--- src/rtl/dacfe_pkg.sv ---
// Shared constants for the serial DAC input front end.
// Assumes a four-strobe arrangement where a set bit in the polarity mask
// marks a rise-active strobe and a clear bit marks a fall-active strobe.
package dacfe_pkg;
    localparam int WORD_W_DEF = 12;
    localparam int STB_N_DEF  = 4;
    localparam int LD_N_DEF   = 2;
    localparam logic [STB_N_DEF-1:0] STB_RISE_DEF = 4'b1011;
endpackage

--- src/rtl/dacfe_sync.sv ---
// Two-stage synchronizer for a bundle of slow control inputs.
// Assumes every bit is quasi-static compared with clk, so per-bit skew of one
// cycle is acceptable. Reset loads RST_VAL into both stages.
module dacfe_sync #(
    parameter int          W       = 7,
    parameter logic [W-1:0] RST_VAL = '0
) (
    input  logic         clk,
    input  logic         rst_n,
    input  logic [W-1:0] d,
    output logic [W-1:0] q
);
    logic [W-1:0] meta_q;
    logic [W-1:0] safe_q;

    // Move the raw inputs through two flops into the clk domain.
    always_ff @(posedge clk) begin
        if (!rst_n) begin
            meta_q <= RST_VAL;
            safe_q <= RST_VAL;
        end else begin
            meta_q <= d;
            safe_q <= meta_q;
        end
    end

    assign q = safe_q;
endmodule

--- src/rtl/dacfe_strobe_qual.sv ---
// Finds qualified strobe edges. Each strobe has its own active edge, taken
// from RISE_MASK, and its edge only counts while every other strobe is at
// its idle level. Assumes inputs are already synchronized to clk.
module dacfe_strobe_qual #(
    parameter int                N         = 4,
    parameter logic [N-1:0]      RISE_MASK = 4'b1011
) (
    input  logic         clk,
    input  logic         rst_n,
    input  logic [N-1:0] stb_cur,
    output logic         fire
);
    localparam logic [N-1:0] IDLE_LVL = ~RISE_MASK;

    logic [N-1:0] stb_prev;
    logic [N-1:0] hit;

    // Remember last cycle's strobe levels for edge comparison.
    always_ff @(posedge clk) begin
        if (!rst_n) stb_prev <= IDLE_LVL;
        else        stb_prev <= stb_cur;
    end

    for (genvar i = 0; i < N; i++) begin : g_lane
        localparam logic [N-1:0] SELF = N'(1) << i;
        logic edge_seen;
        logic others_idle;
        if (RISE_MASK[i]) begin : g_rise
            assign edge_seen = ~stb_prev[i] & stb_cur[i];
        end else begin : g_fall
            assign edge_seen = stb_prev[i] & ~stb_cur[i];
        end
        assign others_idle = (((stb_cur ^ IDLE_LVL) & ~SELF) == '0);
        assign hit[i] = edge_seen & others_idle;
    end

    assign fire = |hit;
endmodule

--- src/rtl/dacfe_shift.sv ---
// Serial-in, parallel-out input register. On each enabled cycle it shifts
// left and puts the new bit in bit 0, so the first bit ends up as the MSB.
// Assumes the data bit is aligned with the enable.
module dacfe_shift #(
    parameter int W = 12
) (
    input  logic         clk,
    input  logic         rst_n,
    input  logic         en,
    input  logic         din,
    output logic [W-1:0] q
);
    logic [W-1:0] sr_q;

    // Shift one bit per qualified strobe.
    always_ff @(posedge clk) begin
        if (!rst_n)  sr_q <= '0;
        else if (en) sr_q <= {sr_q[W-2:0], din};
    end

    assign q = sr_q;
endmodule

--- src/rtl/dacfe_hold.sv ---
// DAC holding register. Loads in parallel when load is high. An active-low
// asynchronous clear forces zero and wins over load. Assumes clr_n comes
// straight from a pin with no synchronizer.
module dacfe_hold #(
    parameter int W = 12
) (
    input  logic         clk,
    input  logic         rst_n,
    input  logic         clr_n,
    input  logic         load,
    input  logic [W-1:0] d,
    output logic [W-1:0] q
);
    logic [W-1:0] hold_q;

    // Clear at once, reset on the clock edge, otherwise load on request.
    always_ff @(posedge clk or negedge clr_n) begin
        if (!clr_n)      hold_q <= '0;
        else if (!rst_n) hold_q <= '0;
        else if (load)   hold_q <= d;
    end

    assign q = hold_q;
endmodule

--- src/rtl/dacfe_top.sv ---
// Serial DAC input front end. Synchronizes data, strobes and load lines,
// qualifies strobe edges, shifts data MSB first into the input register and
// copies it into the DAC register when every load line is low. Assumes
// inputs change slowly compared with clk (several cycles per level).
module dacfe_top #(
    parameter int                         WORD_W   = dacfe_pkg::WORD_W_DEF,
    parameter int                         STB_N    = dacfe_pkg::STB_N_DEF,
    parameter int                         LD_N     = dacfe_pkg::LD_N_DEF,
    parameter logic [STB_N-1:0]           STB_RISE = dacfe_pkg::STB_RISE_DEF
) (
    input  logic              clk,
    input  logic              rst_n,
    input  logic              ser_din,
    input  logic [STB_N-1:0]  stb_raw,
    input  logic [LD_N-1:0]   ld_n,
    input  logic              clr_n,
    output logic [WORD_W-1:0] dac_word,
    output logic [WORD_W-1:0] shift_word
);
    localparam int SYNC_W = 1 + LD_N + STB_N;
    localparam logic [SYNC_W-1:0] SYNC_RST = {1'b0, {LD_N{1'b1}}, ~STB_RISE};

    logic [SYNC_W-1:0] sync_q;
    logic              din_s;
    logic [LD_N-1:0]   ld_s;
    logic [STB_N-1:0]  stb_s;
    logic              shift_en;
    logic              load_req;

    dacfe_sync #(.W(SYNC_W), .RST_VAL(SYNC_RST)) u_sync (
        .clk   (clk),
        .rst_n (rst_n),
        .d     ({ser_din, ld_n, stb_raw}),
        .q     (sync_q)
    );

    assign {din_s, ld_s, stb_s} = sync_q;

    dacfe_strobe_qual #(.N(STB_N), .RISE_MASK(STB_RISE)) u_qual (
        .clk     (clk),
        .rst_n   (rst_n),
        .stb_cur (stb_s),
        .fire    (shift_en)
    );

    dacfe_shift #(.W(WORD_W)) u_shift (
        .clk   (clk),
        .rst_n (rst_n),
        .en    (shift_en),
        .din   (din_s),
        .q     (shift_word)
    );

    // Transfer only when every load line is low.
    assign load_req = (ld_s == '0);

    dacfe_hold #(.W(WORD_W)) u_hold (
        .clk   (clk),
        .rst_n (rst_n),
        .clr_n (clr_n),
        .load  (load_req),
        .d     (shift_word),
        .q     (dac_word)
    );
endmodule

--- config.mk ---
export PLATFORM = sky130hd
export DESIGN_NAME = dacfe_top
export DESIGN_NICKNAME = d
export VERILOG_FILES = /design/src/rtl/dacfe_pkg.sv /design/src/rtl/dacfe_sync.sv /design/src/rtl/dacfe_strobe_qual.sv /design/src/rtl/dacfe_shift.sv /design/src/rtl/dacfe_hold.sv /design/src/rtl/dacfe_top.sv
export SDC_FILE = /design/constraint.sdc
export NUM_CORES = 1
export LEC_CHECK = 0
export ABC_AREA = 0
export BUFFER_PORTS_ARGS = -buffer_cell sky130_fd_sc_hd__buf_2
export CAP_MARGIN = 10
export CORE_MARGIN = 8
export CORE_UTILIZATION = 40
export CTS_BUF_LIST = sky130_fd_sc_hd__clkbuf_8 sky130_fd_sc_hd__clkbuf_16
export DETAILED_ROUTE_END_ITERATION = 10
export GPL_TIMING_DRIVEN = 0
export PLACE_DENSITY = 0.72
export SYNTH_ARGS = -nofsm -noshare
export SYNTH_HDL_FRONTEND = slang
export SYNTH_SLANG_ARGS = --single-unit
--- constraint.sdc ---
create_clock -name clk -period 1.35 [get_ports clk]
set_input_delay 0.0675 -clock clk [delete_from_list [all_inputs] [get_ports clk]]
set_output_delay 0.0675 -clock clk [all_outputs]
set_load 0.01 [all_outputs]
==> impl_metrics.tcl <==
set metrics [dict create \
    timing.final.crit_period_ps 1267 \
    syn_avg_cell_area_um2 10.65 \
    reg2reg_slack_ps 80 \
    core_um2 3606 \
    grtUsageMet1_pct 9.916 \
    grt_pass1_vias 1098 \
    status "completed" \
    ys_seq_area_share_pct 61.28 \
    grt_pass1_wl_um 4843 \
    ctsHtreeMaxLevel 2 \
    maxCapViolations 0 \
    drive_above_1_share_pct 29.10 \
    power_leakage_uw 0.0008834 \
    nets 198 \
    num_antenna_cells 0 \
    rr_endpoint "u_shift.q[8]" \
    rows 22 \
    cp_data_required_time_ps 1580 \
    hold_path_class "in -> reg" \
    yosysTopAreaCell "dfxtp_1" \
    synth-xor-area-share_pct 0 \
    post_drt_wl_per_cell_um 11.84 \
    gr-usage-met2_pct 16.71 \
    die-area_um2 5871 \
    final_hold_viol_count 0 \
    vias 1073 \
    ir_worst_vdd_mv 0.9969 \
    yosys.area_share.adder_pct 0 \
    yosysWarnings 0 \
    synth_compound_area_share_pct 8.426 \
    startpoint_type "flip-flop" \
    yosysMostFrequentCell "nand2_1" \
    grt_antenna_before_repair 0 \
    cp-end-kind "flip-flop" \
    slew_headroom_pct 70.82 \
    synth_top_family_by_area "simple AND/OR/NAND/NOR gates" \
    synth_commonest_cells "nand2_1, dfxtp_1, a21boi_1, dfrtp_1, mux2i_1" \
    ys_ff_latch 42 \
    clkLatencyLatePin_ps 300 \
    final_max_slew_viol_count 0 \
    hold_depth 2 \
    busiest_layer "met2" \
    port_buffers 33 \
    final_antenna_net_count 0 \
    die_y_um 76.63 \
    clk_pin_slew_worst_paths_ps 80 \
    fin_crit_sh_pct 93.82 \
    dp_slack_ps -79.33 \
    fillerInstances 334 \
    utilization_pct 54.51 \
    hp-start "rst_n" \
    cts_tree "done" \
    grt_use_met3_pct 5.896 \
    netlist_area_um2 1470 \
    critPathKind "reg -> reg" \
    postLayoutCellArea_um2 1966 \
    clockBufferDepth 2 \
    hold_path_end "u_sync.meta_q[2]" \
    fmax_ghz 0.7895 \
    critPathArrivalTime_ps 1490 \
    die_w_um 76.63 \
    cp_max_fo 5 \
    clock_sinks 42 \
    setup_violations 0 \
    rr_worst_depth 5 \
    synth_enable_flop_cells 0 \
    synth.area.top_cells "dfxtp_1, dfrtp_1, nand2_1, mux2i_1, a21boi_1" \
    fin_skew_ps 8.402 \
    synthSimpleGateAreaFrac_pct 19.83 \
    via_per_inst 4.527 \
    netlist_instances 138 \
    ios 34 \
    wl_um 2805 \
    rsz0062_at_grt "false" \
    tns_ps 0 \
    worst_pin_slew_ps 437.7 \
    r2r_start "u_sync.q[3]" \
    start_util_pct 40.77 \
    dpl_cell_area_um2 1695 \
    dp.final_hpwl_um 2030 \
    layout_setup_ws_ps 83.39 \
    grt_overflow 0 \
    firstDrtPassIters 4 \
    synth_flop_cell "dfxtp_1" \
    synth_fp_nets 148 \
    synth_top_area_share_pct 40.85 \
    drt-initial-drc-count 37 \
    area_growth_pct 33.70 \
    power_density_nw_per_um2 1343 \
    gp_congestion 0.6933 \
    ys_types 17 \
    route.detailed.drc 0 \
    async_flop_share_pct 28.57 \
    grt_max_degree 14 \
    cts_inserted_buffers 5 \
    root_buffer "clkbuf_8" \
    grtUsageTotal_pct 10.08 \
    synthMuxAreaShare_pct 8.170 \
]
[per-layer routing]
metal  wire length (um)  vias up
li1                   -      542
met1               1188      492
met3                263        7
met4                 50        0
met5                  0        -
met2               1302       32
[worst max-delay path: stages (launching register included)]
cell and delay [ps]:
dfxtp_2 350, nand2_1 70, a2bb2oi_2 140, o32ai_4 270
buf_6 180, mux2i_1 190
[area by class of cell]
| cell class | instances | area [um2] | area share [%] |
|---|---|---|---|
| plain buffers | 7 | 33.78 | 1.719 |
| clock buffers | 6 | 82.58 | 4.201 |
| flip-flops and latches | 42 | 904.6 | 46.02 |
| multi-input cells | 89 | 560.5 | 28.52 |
| repair buffers | 43 | 264.0 | 13.43 |
| well taps | 48 | 60.06 | 3.055 |
| clock inverters | 2 | 60.06 | 3.055 |
[registers in the layout, summed over array words and instances (netlist names)]
| register | flops |
|---|---|
| u_shift.q | 12 |
| u_sync.meta_q | 7 |
| u_sync.q | 7 |
| u_qual.stb_prev | 4 |
| u_hold.q | 12 |
[where the power goes]
part	switching, uW	total (uW)	internal (uW)
sequential	11.3	1280	1270
clock	416	1200	788
combinational	67.7	156	88.3
[per-stage QoR]
| step | std cells | hold slack (ps) | total power [uW] |
|---|---|---|---|
| after floorplan | 138 | -228.1 | 1386 |
| after global placement | 219 | -55.94 | 1419 |
| after detailed placement | 219 | -46.69 | 1423 |
| after CTS | 236 | 1.985 | 2650 |
| after global routing | 237 | 15.44 | 2737 |
| final | 237 | 5.119 | 2639 |
[cells in the final DEF (no fill, tap or decap)]
cell type,count
dfxtp_1,27
mux2i_1,12
buf_6,2
clkbuf_1,6
and2_2,2
and2_1,9
o32ai_4,1
a2bb2oi_2,1
buf_4,1
buf_2,33
clkbuf_8,6
dfrtp_1,12
or2b_2,1
dlygate4sd3_1,8
a21oi_2,1
nand2b_1,7
a21boi_1,12
nor3b_2,1
nand2_1,38
or2_1,1
nor2_1,2
bufinv_16,2
dfxtp_2,3
nor2_2,1
[cell families (layout without fill, tap and decap cells)]
family / after synthesis / after routing
flops: 42 / 42
buf+inv: 7 / 58
simple gates: 62 / 62
mux: 12 / 12
compound gates: 15 / 15
[worst max-delay path by stage]
stage               endpoint  depth (start not counted)        start  slack, ps
2_1_floorplan  u_shift.q[10]                          5  u_sync.q[3]         70
3_3_place_gp   u_shift.q[11]                          5  u_sync.q[3]        -20
3_5_place_dp    u_shift.q[1]                          5  u_sync.q[1]        -80
4_1_cts         u_shift.q[1]                          5  u_sync.q[2]         20
5_1_grt         u_shift.q[8]                          5  u_sync.q[2]         10
6_report        u_shift.q[8]                          5  u_sync.q[3]         80
[repair_timing]
action	4_1_cts	5_1_grt
cloned	0	1
resized for setup	3	7
hold buffers	8	0
setup endpoints to repair	10	10
hold endpoints to repair	19	0
pin swaps	1	1
buffers inserted	1	0
Power figures use the tool's default switching activity.
